[config.mk]
export PLATFORM = sky130hd
export DESIGN_NAME = irq_level_arb
export DESIGN_NICKNAME = d
export VERILOG_FILES = /design/src/rtl/irq_arb_pkg.sv /design/src/rtl/irq_pend_bank.sv /design/src/rtl/irq_prio_pick.sv /design/src/rtl/irq_accept_gate.sv /design/src/rtl/irq_level_arb.sv
export SDC_FILE = /design/constraint.sdc
export NUM_CORES = 1
export LEC_CHECK = 0
export BUFFER_PORTS_ARGS = -buffer_cell sky130_fd_sc_hd__buf_2
export CAP_MARGIN = 20
export CORE_ASPECT_RATIO = 1.4
export CORE_MARGIN = 8
export CORE_UTILIZATION = 30
export DETAILED_ROUTE_END_ITERATION = 10
export GPL_TIMING_DRIVEN = 0
export PLACE_DENSITY = 0.6
export SLEW_MARGIN = 10
export SYNTH_ARGS = -nofsm -noshare
export SYNTH_HDL_FRONTEND = slang
export SYNTH_SLANG_ARGS = --single-unit
[constraint.sdc]
create_clock -name clk_i -period 22 [get_ports clk_i]
set_input_delay 3.3 -clock clk_i [delete_from_list [all_inputs] [get_ports clk_i]]
set_output_delay 3.3 -clock clk_i [all_outputs]
set_load 0.01 [all_outputs]
[src/rtl/irq_arb_pkg.sv]
package irq_arb_pkg;
  localparam int unsigned PRIO_W = 3;
  localparam logic [PRIO_W-1:0] LVL_TOP = '1;
endpackage

[src/rtl/irq_pend_bank.sv]
module irq_pend_bank #(
  parameter int unsigned N = 8
) (
  input  logic         clk_i,
  input  logic         rst_ni,
  input  logic [N-1:0] set_i,
  input  logic [N-1:0] clr_i,
  output logic [N-1:0] pend_o
);
  logic [N-1:0] pend_q;

  // set beats clear so a fresh event is never lost
  always_ff @(posedge clk_i or negedge rst_ni) begin
    if (!rst_ni) pend_q <= '0;
    else         pend_q <= (pend_q & ~clr_i) | set_i;
  end

  assign pend_o = pend_q;
endmodule

[src/rtl/irq_prio_pick.sv]
module irq_prio_pick
  import irq_arb_pkg::*;
#(
  parameter int unsigned N     = 8,
  localparam int unsigned IDX_W = (N > 1) ? $clog2(N) : 1
) (
  input  logic [N-1:0]             req_i,
  input  logic [N-1:0][PRIO_W-1:0] prio_i,
  output logic                     valid_o,
  output logic [IDX_W-1:0]         idx_o,
  output logic [PRIO_W-1:0]        prio_o
);
  // scan high to low index; >= lets lower index take ties
  always_comb begin
    valid_o = 1'b0;
    idx_o   = '0;
    prio_o  = '0;
    for (int i = N - 1; i >= 0; i--) begin
      if (req_i[i] && (!valid_o || prio_i[i] >= prio_o)) begin
        valid_o = 1'b1;
        idx_o   = IDX_W'(i);
        prio_o  = prio_i[i];
      end
    end
  end
endmodule

[src/rtl/irq_accept_gate.sv]
module irq_accept_gate
  import irq_arb_pkg::*;
#(
  parameter int unsigned IDX_W = 3,
  parameter int unsigned VEC_W = 4
) (
  input  logic              cand_vld_i,
  input  logic [IDX_W-1:0]  cand_idx_i,
  input  logic [PRIO_W-1:0] cand_prio_i,
  input  logic              nmi_pend_i,
  input  logic [PRIO_W-1:0] mask_lvl_i,
  input  logic              boundary_i,
  output logic              accept_o,
  output logic              is_nmi_o,
  output logic [VEC_W-1:0]  vec_o,
  output logic [PRIO_W-1:0] new_mask_o
);
  logic mask_ok;

  assign mask_ok  = cand_vld_i && (cand_prio_i > mask_lvl_i);
  assign is_nmi_o = nmi_pend_i;
  assign accept_o = boundary_i && (nmi_pend_i || mask_ok);

  always_comb begin
    if (nmi_pend_i) begin
      vec_o      = '0;
      new_mask_o = LVL_TOP;
    end else begin
      vec_o      = VEC_W'(cand_idx_i) + VEC_W'(1);
      new_mask_o = cand_prio_i;
    end
  end
endmodule

[src/rtl/irq_level_arb.sv]
module irq_level_arb
  import irq_arb_pkg::*;
#(
  parameter int unsigned N_SRC = 8,
  localparam int unsigned IDX_W = (N_SRC > 1) ? $clog2(N_SRC) : 1,
  localparam int unsigned VEC_W = $clog2(N_SRC + 1)
) (
  input  logic                     clk_i,
  input  logic                     rst_ni,
  input  logic [N_SRC-1:0]         src_raise_i,
  input  logic [N_SRC-1:0]         src_clr_i,
  input  logic [N_SRC-1:0]         src_en_i,
  input  logic [N_SRC*PRIO_W-1:0]  src_prio_i,
  input  logic                     nmi_raise_i,
  input  logic [PRIO_W-1:0]        mask_lvl_i,
  input  logic                     boundary_i,
  input  logic                     ack_i,
  output logic                     accept_o,
  output logic                     is_nmi_o,
  output logic [VEC_W-1:0]         vec_o,
  output logic [PRIO_W-1:0]        new_mask_o,
  output logic                     trace_clr_o
);
  logic [N_SRC-1:0]             pend_q;
  logic [N_SRC-1:0]             src_ack;
  logic [N_SRC-1:0][PRIO_W-1:0] prio_arr;
  logic                         nmi_pend_q;
  logic                         nmi_ack;
  logic                         cand_vld;
  logic [IDX_W-1:0]             cand_idx;
  logic [PRIO_W-1:0]            cand_prio;
  logic                         taken;

  for (genvar g = 0; g < N_SRC; g++) begin : g_unpack
    assign prio_arr[g] = src_prio_i[g*PRIO_W +: PRIO_W];
  end

  assign taken   = accept_o && ack_i;
  assign nmi_ack = taken && is_nmi_o;

  always_comb begin
    src_ack = '0;
    if (taken && !is_nmi_o) src_ack[cand_idx] = 1'b1;
  end

  irq_pend_bank #(.N(N_SRC)) src_bank_i (
    .clk_i  (clk_i),
    .rst_ni (rst_ni),
    .set_i  (src_raise_i),
    .clr_i  (src_clr_i | src_ack),
    .pend_o (pend_q)
  );

  irq_pend_bank #(.N(1)) nmi_bank_i (
    .clk_i  (clk_i),
    .rst_ni (rst_ni),
    .set_i  (nmi_raise_i),
    .clr_i  (nmi_ack),
    .pend_o (nmi_pend_q)
  );

  irq_prio_pick #(.N(N_SRC)) pick_i (
    .req_i   (pend_q & src_en_i),
    .prio_i  (prio_arr),
    .valid_o (cand_vld),
    .idx_o   (cand_idx),
    .prio_o  (cand_prio)
  );

  irq_accept_gate #(.IDX_W(IDX_W), .VEC_W(VEC_W)) gate_i (
    .cand_vld_i  (cand_vld),
    .cand_idx_i  (cand_idx),
    .cand_prio_i (cand_prio),
    .nmi_pend_i  (nmi_pend_q),
    .mask_lvl_i  (mask_lvl_i),
    .boundary_i  (boundary_i),
    .accept_o    (accept_o),
    .is_nmi_o    (is_nmi_o),
    .vec_o       (vec_o),
    .new_mask_o  (new_mask_o)
  );

  assign trace_clr_o = accept_o;
endmodule

# After elaboration in Yosys (flattened, before gate mapping)
# Cells that the tools add are included.
[totals] regBits=9 wordCells=79 output_inout_bits=10 inputBits=56
[op_classes] n_addsub=1 reduce_logical=29 muxes=29 bitwise_logic=8 n_lt_le_gt_ge=10
[ops] cell="3-bit two-way mux" n=17
[ops] cell="3-bit greater-or-equal comparator" n=7
[ops] cell="8-bit bitwise AND" n=2
[ops] cell="8-bit bitwise OR" n=2
[ops] cell="1-bit logical AND" n=13
[ops] cell="1-bit two-way mux" n=9
[ops] cell="1-bit zero test" n=8
[ops] cell="1-bit logical OR" n=8
[ops] cell="8-bit two-way mux" n=1
[ops] cell="8-bit NOT" n=1
[ops] cell="3-bit by 1-bit adder with 4-bit output, second input constant" n=1
[ops] cell="3-bit by 4-bit < comparator with 1-bit output, second input constant" n=1
[ops] cell="4-bit two-way mux" n=1
[ops] cell="1-bit demux with 3-bit select" n=1
[ops] cell="3-bit by 1-bit greater-or-equal comparator with 1-bit output, second input constant" n=1
[ops] cell="3-bit > comparator" n=1
[ops] cell="1-bit bitwise AND" n=1
[ops] cell="1-bit NOT" n=1
[ops] cell="1-bit bitwise OR" n=1

# Longest topological paths before layout
# Gate-level depths: netlist of the first run.
[depth] ltp_word=41 mapped_depth=52

# Cells and area by module
# Synthesis of the first run repeated with hierarchy kept, for this count alone.
[unflattened] hier_cells=214 area_unflattened_um2=1727.9
[modules_own_cells] module="irq_prio_pick" n_inst=1 area_each_um2=1073.5 cells_per_inst=142
[modules_own_cells] module="irq_pend_bank at src_bank_i" n_inst=1 area_each_um2=290.3 cells_per_inst=24
[modules_own_cells] module="irq_level_arb" n_inst=1 area_each_um2=171.4 cells_per_inst=23
[modules_own_cells] module="irq_accept_gate" n_inst=1 area_each_um2=156.4 cells_per_inst=22
[modules_own_cells] module="irq_pend_bank at nmi_bank_i" n_inst=1 area_each_um2=36.3 cells_per_inst=3

# Worst setup path before layout of the first run
# No wires, ideal clock.
[synth_timing] path_kind="input port to output port" startpoint="in src_en_i[7]" endpoint="out trace_clr_o" t_arrival_ns=12.944 t_required_ns=18.700 path_stages=47 n_path_buf=3 setup_slack_ns=5.756 cell_sequence="and3_2 ha_1 nand2b_1 a2111oi_2 o21ai_0 and2_1 ha_1 a21o_1 a311oi_2 or2_0 clkbuf_4 a31oi_1 ha_1 nand2b_1 a21oi_1 o21ai_1 and2_1 or2_2 [11 not listed] a21oi_1 o21ai_0 o21ba_2 nand2b_1 o32a_1 ha_1 nand2b_1 a31oi_1 a21oi_1 buf_4 o21ai_0 ha_1 nor2b_1 o21ai_0 a32oi_1 a21oi_1 nor2b_1 buf_4"
[synth_between] elab_chain_len=34 word_cells_on_any_way=49
[synth_rtl] element="from (decl)" line="irq_level_arb.sv:12" source="input logic [N_SRC-1:0] src_en_i,"
[synth_rtl] element="8-bit bitwise AND *" line="irq_level_arb.sv:63" source=".req_i (pend_q & src_en_i),"
[synth_rtl] element="3-bit two-way mux or 1-bit two-way mux (tied branches)" line="irq_prio_pick.sv:19" source="if (req_i[i] && (!valid_o || prio_i[i] >= prio_o)) begin"
[synth_rtl] element="3-bit greater-or-equal comparator or 1-bit zero test (tied branches)" line="irq_prio_pick.sv:19"
[synth_rtl] element="1-bit logical OR" line="irq_prio_pick.sv:19"
[synth_rtl] element="1-bit logical AND" line="irq_prio_pick.sv:19"
[synth_rtl] element="3-bit two-way mux or 1-bit two-way mux (tied branches)" line="irq_prio_pick.sv:19"
[synth_rtl] element="3-bit greater-or-equal comparator or 1-bit zero test (tied branches)" line="irq_prio_pick.sv:19"
[synth_rtl] element="1-bit logical OR" line="irq_prio_pick.sv:19"
[synth_rtl] element="[18 not listed]"
[synth_rtl] element="3-bit greater-or-equal comparator or 1-bit zero test (tied branches)" line="irq_prio_pick.sv:19"
[synth_rtl] element="1-bit logical OR" line="irq_prio_pick.sv:19"
[synth_rtl] element="1-bit logical AND" line="irq_prio_pick.sv:19"
[synth_rtl] element="3-bit two-way mux" line="irq_prio_pick.sv:19"
[synth_rtl] element="3-bit > comparator" line="irq_accept_gate.sv:20" source="assign mask_ok = cand_vld_i && (cand_prio_i > mask_lvl_i);"
[synth_rtl] element="1-bit logical AND *" line="irq_accept_gate.sv:20"
[synth_rtl] element="1-bit logical OR *" line="irq_accept_gate.sv:22" source="assign accept_o = boundary_i && (nmi_pend_i || mask_ok);"
[synth_rtl] element="1-bit logical AND *" line="irq_accept_gate.sv:22"
[synth_rtl] element="to (decl)" line="irq_level_arb.sv:22" source="output logic trace_clr_o"
# Every way passes the cells marked *; elsewhere a longest branch is shown, timed or not.

# Worst setup path after layout of the first run
# Ends and elaborated chain as after synthesis.

==> flow_summary.yaml, run 1 <==
global_route:
  grt_max_degree: 11
  grt_pass1_vias: 2142
  antenna_found_initial: 0
  overflow: 0
  track_usage_pct: 13.1
  grt_pass1_wl_um: 9340
place:
  placed_area_um2: 2210
  pre_cts_slack_ps: 4070
  hpwl_um: 4860
  globalplace.congestion: 0.811
  placedCellCount: 369
  port_buffers: 65
final_layout:
  n_antenna_cell: 0
  syn2layout_area_growth_pct: 25.5
  fin_cells: 373
  utilization_pct: 38.7
  fin_area_um2: 2250
  layout-drive-gt1-share_pct: 32.3
  fin_nets: 385
clock_tree:
  path_clk_slew_ps: 50
  root_buffer: "clkbuf_8"
  cts.sink_count: 9
  postCtsSetupRepairBufs: 0
  cts.htree.levels: 1
  cts_resized: 0
  clockBufferDepth: 2
  cts_hold_buffers: 0
  clk_latency_ps: 240
  cts_buffers: 3
  cts_tree: "built"
synthesis:
  synth_edf_count: 0
  yosysUniqueCellTypes: 57
  post-synth-top-area-fraction_pct: 17.4
  yosysMostFrequentCell: "ha_1"
  synth_seq_cells: 9
  syn_area_per_cell_um2: 7.68
  yosysSeqAreaShare_pct: 12.5
  syn_area_um2: 1800
  synthCells: 234
  yosys-top-cells-area: "ha_1, dfrtp_1, a21oi_1"
  synthesis.nets: 315
  synth_common_cells: "ha_1, inv_1, a21oi_1, nand2_1, nor2_1"
  ys.flop_type: "dfrtp_1"
  async_reset_ff_share_pct: 100
  yosys.area.top_type: "ha_1"
  yosysWarnings: 0
sta:
  period_share_pct: 81.5
  worst_clock_skew_ps: 1.07
  slew_viol_final: 0
  hold_viol_final: 0
  setup_viol: 0
  fin_crit_ps: 17920
  fin_hold_ws_ps: 511
  finalWorstSetupSlack_ps: 4080
  rsz0062_at_grt: "false"
  tns_ps: 0
  tightestPinTransition_ps: 688
  max_freq_mhz: 55.8
  slew_headroom_pct: 54.1
drt:
  dr.pass1.iters: 4
  drc_errors: 0
  avgViaCountPerCell: 5.49
  drt_wl_total_um: 5630
  postRouteAntennaNets: 0
  drt-initial-drc-count: 155
  vias: 2049
  wl_per_cell_um: 15.1
critical_path:
  crit_path_frequent_cell: "ha_1"
  critPathKind: "in -> out"
  rrSetupSlack_ps: 10040
  cp-start-kind: "input pin"
  max_stage_delay_ps: 520
  slowest_stage: "a311oi_1"
  crit_fanout: 10
  cp.arrival_ps: 14620
  critPathCaptureType: "primary output"
  critPathRequiredTime_ps: 18700
hold_path:
  min-delay-path-class: "reg -> reg"
power_and_ir_drop:
  p_leak_nw: 1.07
  p_per_area_nw_per_um2: 58.3
  power.total_mw: 0.131
  ir_drop_v: 0.0000355
floorplanning:
  dieArea_um2: 8760
  core-area_um2: 5820
  die_w_um: 81.4
  rows: 33
  initial_utilization_pct: 30.9
  ios: 66
  die_h_um: 108
flow_run:
  max_cap_violations: 0
outcome:
  status: "completed"
[state kept, by name, summed over array words and instances, names as in the netlist]
| name | cells |
|---|---|
| nmi_bank_i.pend_o | 1 |
| src_bank_i.pend_o | 8 |
[cells by family after synthesis]
group | count (synthesis) | synth area share, %
AO/OA/AOI/OAI | 85 | 35.4
XOR/XNOR | 1 | 0.488
adder cells (fa/ha/maj) | 25 | 17.4
buffers and inverters | 27 | 7.52
flip-flops | 9 | 12.5
multiplexers | 1 | 0.557
AND/OR/NAND/NOR | 86 | 26.0
[area by class of cell]
class,instances,area [um2]
tap,70,87.6
fill,643,3570
multi-input combinational,198,1440
clock buffer,4,45.0
timing repair buffer,65,325
buffer,6,56.3
sequential,9,225
inverter,21,78.8
[routing by layer]
metal | share of wire [%] | vias to the layer above | track usage (%)
met5 | 0 | - | 0
met4 | 2.3 | 0 | 5.00
met3 | 6.6 | 11 | 2.93
met2 | 52 | 72 | 23.5
met1 | 39 | 932 | 14.2
li1 | - | 1034 | -
[critical path: cells and delay by family]
family                   cells  cell delay, ps
AO/OA/AOI/OAI               23            5990
multiplexers                 1             240
AND/OR/NAND/NOR             11            2010
adder cells (fa/ha/maj)      8            2200
buffers and inverters        6             850
[final timing paths]
kind | from | end | cells after the start
setup / recovery | src_en_i[7] | trace_clr_o | 49
hold / removal | src_bank_i.pend_o[0]$_DFF_PN0_ | src_bank_i.pend_o[0]$_DFF_PN0_ | 1
setup reg to reg | src_bank_i.pend_o[7]$_DFF_PN0_ | src_bank_i.pend_o[1]$_DFF_PN0_ | 48
hold reg to reg | src_bank_i.pend_o[0]$_DFF_PN0_ | src_bank_i.pend_o[0]$_DFF_PN0_ | 1
max in group asynchronous | rst_ni | src_bank_i.pend_o[3]$_DFF_PN0_ | 1
min in group asynchronous | rst_ni | nmi_bank_i.pend_o$_DFF_PN0_ | 1
[power by group]
| part | internal (mW) | total (mW) | switching, mW |
|---|---|---|---|
| clock network | 0.0127 | 0.0201 | 0.00741 |
| logic | 0.0406 | 0.0925 | 0.0519 |
| registers | 0.0178 | 0.0189 | 0.00106 |
[cells in the final DEF, fill, tap and decap left out, types with 7 or more instances in the layout]
cell       n
a21o_1     7
a21oi_1   16
a31oi_1   10
and2_1     7
buf_2     65
dfrtp_1    9
ha_1      25
inv_1     21
nand2_1   16
nand2b_1   8
nand3_1   10
nor2_1    11
nor3_1     8
o21ai_0    9
Note: power is estimated with default switching activity, not from simulation.
==> run 2, diff against run 1 <==
--- a/config.mk
+++ b/config.mk
@@ -12,7 +12,7 @@
 export CORE_UTILIZATION = 30
 export DETAILED_ROUTE_END_ITERATION = 10
 export GPL_TIMING_DRIVEN = 0
-export PLACE_DENSITY = 0.6
+export PLACE_DENSITY = 0.62
 export SLEW_MARGIN = 10
 export SYNTH_ARGS = -nofsm -noshare
 export SYNTH_HDL_FRONTEND = slang
==> constraint.sdc (replaced) <==
create_clock -name clk_i -period 15.2 [get_ports clk_i]
set_input_delay 2.28 -clock clk_i [delete_from_list [all_inputs] [get_ports clk_i]]
set_output_delay 2.28 -clock clk_i [all_outputs]
set_load 0.01 [all_outputs]
==> flow_summary.yaml, run 2 (same netlist as run 1, synthesis figures left out) <==
final_layout:
  most-common-layout-cells: "buf_2, ha_1, inv_1"
  fin_cells: 382
  final.fill_count: 605
  layout_commonest_cell: "buf_2"
  utilization_pct: 43.9
  n_antenna_cell: 0
  fin_nets: 394
  fin_area_um2: 2560
  syn2layout_area_growth_pct: 42.3
  layout-drive-gt1-share_pct: 41.0
  largest_register_ffs: 8
clock_tree:
  root_buffer: "clkbuf_8"
  cts.htree.levels: 1
  cts_buffers: 3
  cts_tree: "built"
  clk_latency_ps: 240
  cts.sink_count: 9
  path_clk_slew_ps: 50
  cts_hold_buffers: 0
  clockBufferDepth: 2
critical_path:
  max_stage_delay_ps: 480
  critPathKind: "in -> out"
  crit_fanout: 10
  crit_path_frequent_cell: "ha_1"
  crit_buf_inv: 5
  cp.arrival_ps: 12420
  cp-start-kind: "input pin"
  crit_family: "compound AO/OA/AOI/OAI gates"
  critPathRequiredTime_ps: 12920
  critPathCaptureType: "primary output"
  slowest_stage: "a2111o_1"
global_route:
  track_usage_pct: 13.3
  grt_max_degree: 11
  overflow: 0
  grt.busiest_layer: "met2"
  use_met1_pct: 14.1
  grt_pass1_wl_um: 9500
  antenna_found_initial: 0
  grt_pass1_vias: 2202
  groute.layer.met2.usage_pct: 24.4
  met3_usage_pct: 3.18
floorplanning:
  dieArea_um2: 8760
  core-area_um2: 5820
  die_w_um: 81.4
  die_h_um: 108
  initial_utilization_pct: 30.9
  ios: 66
  rows: 33
place:
  hpwl_um: 4880
  globalplace.congestion: 0.841
  placed_area_um2: 2210
  port_buffers: 65
  placedCellCount: 369
drt:
  postRouteAntennaNets: 0
  drt-initial-drc-count: 113
  vias: 2097
  drc_errors: 0
  drt_wl_total_um: 6100
  wl_per_cell_um: 16.0
  dr.pass1.iters: 4
  avgViaCountPerCell: 5.49
sta:
  tightestPinTransition_ps: 687
  slew_viol_final: 0
  setup_viol: 0
  slew_headroom_pct: 54.2
  fin_crit_ps: 14700
  max_freq_mhz: 68.0
  tns_ps: 0
  period_share_pct: 96.7
  hold_viol_final: 0
  worst_clock_skew_ps: 7.27
outcome:
  status: "completed"
power_and_ir_drop:
  p_per_area_nw_per_um2: 91.9
  ir_drop_v: 0.0000580
  p_leak_nw: 1.15
hold_path:
  min-delay-path-class: "reg -> reg"
flow_run:
  max_cap_violations: 0
## run 2: metrics by stage
| stage | setup slack [ps] | hold slack (ps) | power [mW] |
|---|---|---|---|
| 2_1_floorplan | 996 | 483 | 0.124 |
| 3_3_place_gp | -440 | 499 | 0.158 |
| 3_5_place_dp | -534 | 520 | 0.162 |
| 4_1_cts | 62.1 | 531 | 0.202 |
| 5_1_grt | -78.2 | 537 | 0.255 |
| 6_report | 504 | 523 | 0.235 |
## run 2: report_power, final
part / internal [mW] / switching [mW]
Combinational: 0.0834 / 0.0950
Sequential: 0.0257 / 0.00159
Clock: 0.0184 / 0.0109
## run 2: metal layers
metal  share of wire, %  vias up
li1                   -     1056
met1                 39      967
met2                 54       66
met3                5.7        8
met4                1.4        0
met5                  0        -
## run 2: final timing paths
kind | start | endpoint | slack, ps | cells past startpoint
max in group asynchronous | rst_ni | src_bank_i.pend_o[7]$_DFF_PN0_ | 13110 | 1
min in group asynchronous | rst_ni | src_bank_i.pend_o[0]$_DFF_PN0_ | 1890 | 1
hold reg to reg | src_bank_i.pend_o[0]$_DFF_PN0_ | src_bank_i.pend_o[0]$_DFF_PN0_ | 520 | 1
setup / recovery | src_en_i[7] | trace_clr_o | 500 | 50
setup reg to reg | src_bank_i.pend_o[7]$_DFF_PN0_ | src_bank_i.pend_o[1]$_DFF_PN0_ | 4360 | 50
hold / removal | src_bank_i.pend_o[0]$_DFF_PN0_ | src_bank_i.pend_o[0]$_DFF_PN0_ | 520 | 1
## run 2: cell type report
class,count,area [um2],share of cell area [%]
flip-flops and latches,9,225,8.81
plain buffers,6,56.3,2.20
well taps,70,87.6,3.42
inverters,21,78.8,3.08
repair buffers,74,393,15.4
multi-input cells,198,1670,65.4
clock buffers,4,45.0,1.76
## run 2: worst register-to-register path, delay by kind of cell (launching register included)
family | cells | cell delay, ps
AOI/OAI and AO/OA | 23 | 5070
buffers and inverters | 4 | 620
adders and majority gates | 8 | 2280
DFF | 1 | 360
and+or+nand+nor | 15 | 2420
## run 2: what timing repair did
item	4_1_cts	5_1_grt
setup endpoints to repair	2	4
endpoints found under the hold margin	0	0
resized for setup	11	26
pin swaps	0	14
setup buffers	0	9
